File: config.mk
export PLATFORM = sky130hd
export DESIGN_NAME = cal_dac_serializer
export DESIGN_NICKNAME = d
export VERILOG_FILES = /design/src/rtl/cal_dac_serializer.sv
export SDC_FILE = /design/constraint.sdc
export NUM_CORES = 1
export LEC_CHECK = 0
export BUFFER_PORTS_ARGS = -buffer_cell sky130_fd_sc_hd__buf_2
export CORE_UTILIZATION = 45
export CTS_CLUSTER_SIZE = 25
export DETAILED_ROUTE_END_ITERATION = 12
export SETUP_SLACK_MARGIN = 0.2
export SYNTH_ARGS = -nofsm -noshare
export SYNTH_HDL_FRONTEND = slang
export SYNTH_SLANG_ARGS = --single-unit
File: constraint.sdc
create_clock -name clk -period 3 [get_ports clk]
set_clock_uncertainty 0.1 [all_clocks]
set_input_delay 0.6 -clock clk [delete_from_list [all_inputs] [get_ports clk]]
set_output_delay 0.6 -clock clk [all_outputs]
set_load 0.02 [all_outputs]
File: src/rtl/cal_dac_serializer.sv
module cal_dac_serializer #(
  parameter int BIT_CYCLES = 4,
  parameter int NUM_CH     = 8,
  parameter int CODE_W     = 8,
  parameter int ADDR_IN_W  = 4,
  parameter int SEL_W      = $clog2(NUM_CH)
) (
  input  logic                 clk,
  input  logic                 rst,
  input  logic                 start,
  input  logic [ADDR_IN_W-1:0] addr,
  input  logic [CODE_W-1:0]    code,
  input  logic [SEL_W-1:0]     rd_addr,
  output logic                 busy,
  output logic                 err,
  output logic                 sdata,
  output logic                 sclk,
  output logic                 sload,
  output logic [CODE_W-1:0]    rd_code
);
  localparam int FRAME_W = SEL_W + CODE_W;
  localparam int CNT_W   = $clog2(BIT_CYCLES);
  localparam int BIDX_W  = $clog2(FRAME_W + 1);
  localparam int HALF    = BIT_CYCLES / 2;

  logic [FRAME_W-1:0] sh;
  logic [CNT_W-1:0]   cnt;
  logic [BIDX_W-1:0]  bidx;
  logic               active;
  logic               err_q;
  logic [CODE_W-1:0]  shadow [NUM_CH];

  wire last_tick = (cnt == CNT_W'(BIT_CYCLES - 1));
  wire in_load   = (bidx == BIDX_W'(FRAME_W));
  wire legal     = (addr < ADDR_IN_W'(NUM_CH));
  wire accept    = start && !active;

  always_ff @(posedge clk) begin
    if (rst) begin
      active <= 1'b0;
      err_q  <= 1'b0;
      cnt    <= '0;
      bidx   <= '0;
      sh     <= '0;
      for (int i = 0; i < NUM_CH; i++) shadow[i] <= '0;
    end else begin
      err_q <= accept && !legal;
      if (accept && legal) begin
        active <= 1'b1;
        cnt    <= '0;
        bidx   <= '0;
        sh     <= {addr[SEL_W-1:0], code};
        shadow[addr[SEL_W-1:0]] <= code;
      end else if (active) begin
        if (last_tick) begin
          cnt <= '0;
          if (in_load) begin
            active <= 1'b0;
          end else begin
            bidx <= bidx + BIDX_W'(1);
            sh   <= {sh[FRAME_W-2:0], 1'b0};
          end
        end else begin
          cnt <= cnt + CNT_W'(1);
        end
      end
    end
  end

  assign busy    = active;
  assign err     = err_q;
  assign sdata   = active && !in_load && sh[FRAME_W-1];
  assign sclk    = active && !in_load && (cnt >= CNT_W'(HALF));
  assign sload   = active && in_load;
  assign rd_code = shadow[rd_addr];

  assert_idle_quiet_R9: assert property (@(posedge clk) disable iff (rst)
    !busy |-> (!sdata && !sclk && !sload));

  assert_strobe_alone_R5: assert property (@(posedge clk) disable iff (rst)
    sload |-> (!sdata && !sclk));

  assert_data_steady_R3: assert property (@(posedge clk) disable iff (rst)
    (busy && cnt != '0) |-> $stable(sdata));

  assert_clock_midbit_R4: assert property (@(posedge clk) disable iff (rst)
    $rose(sclk) |-> (cnt == CNT_W'(HALF)));

  assert_reject_no_frame_R6: assert property (@(posedge clk) disable iff (rst)
    err |-> !busy);

  assert_busy_ignores_start_R7: assert property (@(posedge clk) disable iff (rst)
    (busy && start) |=> !err);
endmodule

* After elaboration in Yosys (flattened, before gate mapping)
Memories as Yosys holds them, arrays and structs flattened.
Index checks and enable logic that the tools add are counted.
** Cells by class
- Add/subtract/negate cells :: 2
- Order comparisons :: 2
- Eq/ne operators :: 3
- Mux-type cells :: 17
- Bitwise logic cells :: 1
- Reductions and logical operators :: 16
** Operators with widths (number)
- $mux W11 :: 4
- $mux W1 :: 10
- $mux W8 :: 1
- $reduce_or A8 Y1 :: 1
- $logic_and A1 B1 Y1 :: 7
- $reduce_and A3 Y1 :: 2
- $add A4 B1 Y4 const B :: 1
- $eq A4 B4 Y1 const B :: 1
- $lt A4 B4 Y1 const B :: 1
- $reduce_bool A2 Y1 :: 2
- $logic_not A1 Y1 :: 3
- $mux W3 :: 1
- $add A2 B1 Y2 const B :: 1
- $eq A2 B2 Y1 const B :: 1
- $ge A2 B2 Y1 const B :: 1
- $mux W2 :: 1
- $ne A2 B1 Y1 const B :: 1
- $reduce_or A2 Y1 :: 1
- $not A1 Y1 :: 1
** Word-level totals
- Register bits after elaboration :: 19
- Memory bits (writable) :: 64
- Input bits :: 18
- Output and inout bits :: 13
- Word-level logic and storage cells :: 47
- Memories kept :: 1
** Memories
- shadow :: depth 8, width 8, rd ports 1, clocked after Yosys merged registers in 0, wr ports 8, line 31 : logic [CODE_W-1:0] shadow [NUM_CH];

* Depth between registers and ports, before layout
- Depth in word-level cells :: 8
- Mapped depth :: 6
- Mapped depth without buffers :: 4

* Worst setup path before layout
OpenSTA, ideal clock, no wires.
- Path type :: input -> output
- From :: input port rd_addr[0]
- To :: output port rd_code[0]
- Arrival time :: 1.965 ns
- Data required time :: 2.300 ns
- Slack :: 0.335 ns
- Stages :: 4
- Buffers on the path :: 2
- Cell sequence :: buf_2 > buf_2 > mux4_2 > mux2_2
** On the way
- Word-level cells in the longest chain between the ends :: 1
** Ends and longest elaborated chain
- start, declared :: line 13 : input logic [SEL_W-1:0] rd_addr,
- $mem_v2 Z8 W8
- end, declared :: line 19 : output logic [CODE_W-1:0] rd_code
Every way passes these cells.

* Worst setup path after layout
- From :: input port rd_addr[0]
- To :: output port rd_code[4]
Same word-level chain as after synthesis.

==> key figures <==
Status
  • Status: finished, final reports clean

Global route
  • Most Crowded Layer GR: met2
  • Total gr overflow: 0
  • Largest net degree at the start of global routing: 24
  • Number of global-route vias before repair: 2313
  • Met1 Usage GRT: 26.6%
  • Met3 GRT Util: 3.67%
  • M2 GR Usage: 31.5%
  • Global-route wire length before repair: 12600 um
  • Initial antenna violation count: 0
  • Gr usage total: 19.5%

STA
  • Worst Tran Pin Value: 0.572 ns
  • FMAX: 392 MHz
  • Final hold vios: 0
  • RSZ-0062 raised after global routing: no
  • Setup TNS: 0 ns
  • Slew Viols, Final: 0
  • Worst slew margin: 61.8%
  • Minimum clock period after layout: 2.55 ns
  • Final worst path period share: 85.1%
  • Final setup fails: 0

Final layout
  • Antenna diodes: 0
  • Sequential Area: 2300 um2
  • Share of layout cells above drive strength 1: 29.9%
  • Syn-to-layout area delta: 13.9%
  • # fillers: 723
  • Multi-input logic area: 1550 um2
  • Post-Route Utilization: 53.9%
  • Final net count: 344

Yosys
  • Most instantiated library cell after synthesis: and2_1
  • Post-synth cell types: 39
  • Yosys reg bits: 83
  • Dominant cell type by area after synthesis: edfxtp_1
  • Multiplexer share of the synthesized area: 11.7%
  • Dominant synthesized flop cell: edfxtp_1
  • Synth top area cells: edfxtp_1, and2_1, dfxtp_1
  • Synth Cell Area: 3950 um2
  • Yosys warns: 0
  • Adder-cell share of the synthesized area: 0.951%
  • Top cells by count, synth: and2_1, edfxtp_1, dfxtp_1, mux4_2, o21ai_0
  • Post-synth ARST share: 0%
  • Syn Area/Cell: 13.8 um2
  • Post-Synth XOR/XNOR Area: 0%
  • Combinational family with the most area after synthesis: simple AND/OR/NAND/NOR gates
  • Compound-cell area share of the yosys netlist: 6.02%
  • Area share of and/or/nand/nor cells after synthesis: 20.6%
  • Post-synthesis sequential area ratio: 58.3%
  • Syn Nets: 307
  • Post-synth top area share: 48.7%
  • EDFF count, synth: 64
  • Post-Synthesis Cells: 286

Place
  • Final Wtd Congestion: 0.749
  • DPL Wire Length: 5700 um
  • IO Port Bufs: 30

Clock tree
  • Setup Buffers After CTS: 0
  • CTS H-tree lvls: 3
  • Clock Sinks: 83
  • Cts repair resizes: 0
  • CTS tree: done
  • Clock root buffer: clkbuf_8
  • Clk_lat worst skew: 0.34 ns
  • CTS clk-pin slew, worst paths: 0.08 ns
  • CTS Buf Count: 9
  • Clock tree buffer depth: 2
  • Hold buffers post-CTS: 0

Job
  • Max-cap viol count: 0

Critical path
  • Crit path kind: primary input to output pin
  • Data arrival, critical path: 1.85 ns
  • Crit end category: output pin
  • Worst setup SP type: primary input
  • Worst-path fanout max: 16
  • Worst EP required: 2.30 ns

Floorplan
  • Ports: 31
  • Die Ht: 95.7 um
  • Cell Rows: 33
  • Starting Density: 47.3%
  • Full die area: 9150 um2
  • Core area: 8340 um2
  • Die width: 95.7 um

Min path
  • Hold crit path type: register to register

Routing
  • Avg WL per Cell: 18.9 um
  • DRC Markers: 0
  • Detail Route Antenna Nets: 0
  • Initial DRC count: 97
  • DR vias: 2438
  • DR pass1 iterations: 4
  • WL final: 8200 um
  • Drt via density: 5.63

Power and ir drop
  • Peak supply drop: 0.256 mV
  • Static Leak: 1.68 nW
  • Power Density: 547 nW/um2
[where the power goes]
| group | switching (mW) | internal (mW) |
|---|---|---|
| combinational | 0.130 | 0.0869 |
| clock | 0.390 | 0.551 |
| sequential | 0.0191 | 1.28 |
| total | 0.539 | 1.92 |
[path summary, 6_finish.rpt]
check | depth (start not counted) | slack (ns) | to | startpoint
setup / recovery | 5 | 0.45 | rd_code[4] | rd_addr[0]
hold / removal | 2 | 0.40 | sh[0] | sh[0]
setup reg to reg | 4 | 1.09 | shadow[5][3] | busy
hold reg to reg | 2 | 0.40 | sh[0] | sh[0]
[cell type report]
class	instances	share of cell area, %
tap	105	2.92
inverter	5	0.418
sequential	83	51.2
clock inverter	5	2.26
multi-input combinational	181	34.5
clock buffer	11	2.92
timing repair buffer	43	5.79
[registers in the layout (all words and copies together), names as in the netlist]
signal	flops
sh	11
err	1
bidx	4
busy	1
shadow	64
cnt	2
[placed cells by master (no fill, tap or decap), types with 9 or more instances in the layout]
cell type	count
and2_1	65
edfxtp_1	64
buf_2	30
dfxtp_1	19
mux4_2	16
o21ai_0	14
buf_4	12
nor2_1	11
nand4_1	9
clkbuf_8	9
[routing by layer]
metal,part of all wire (%),vias to the layer above
met3,3.8,7
met5,0,-
met1,47,1211
met4,1.2,0
li1,-,1155
met2,48,65
[critical path, cell delays in order]
cell	delay, ns
buf_2	0.10
buf_12	0.17
mux4_2	0.54
mux2_2	0.27
buf_2	0.16
[cell families (layout without fill, tap and decap cells)]
kind of cell | after synthesis | after routing
multiplexers | 25 | 25
AO/OA/AOI/OAI | 36 | 36
flip-flops | 83 | 83
adder cells (fa/ha/maj) | 3 | 3
buffers and inverters | 22 | 64
AND/OR/NAND/NOR | 117 | 117
[stage by stage]
stage	setup slack [ns]	std cells	instance area, um2	hold slack, ns	power (mW)
final	0.448	433	4490	0.398	2.46
after global routing	0.387	433	4490	0.416	2.54
after CTS	0.430	433	4490	0.394	2.48
after detailed placement	0.442	417	4260	0.383	1.55
after global placement	0.434	417	4260	0.380	1.54
after floorplan	0.335	286	3950	0.365	1.46
Note: power is estimated with default switching activity, not from simulation.
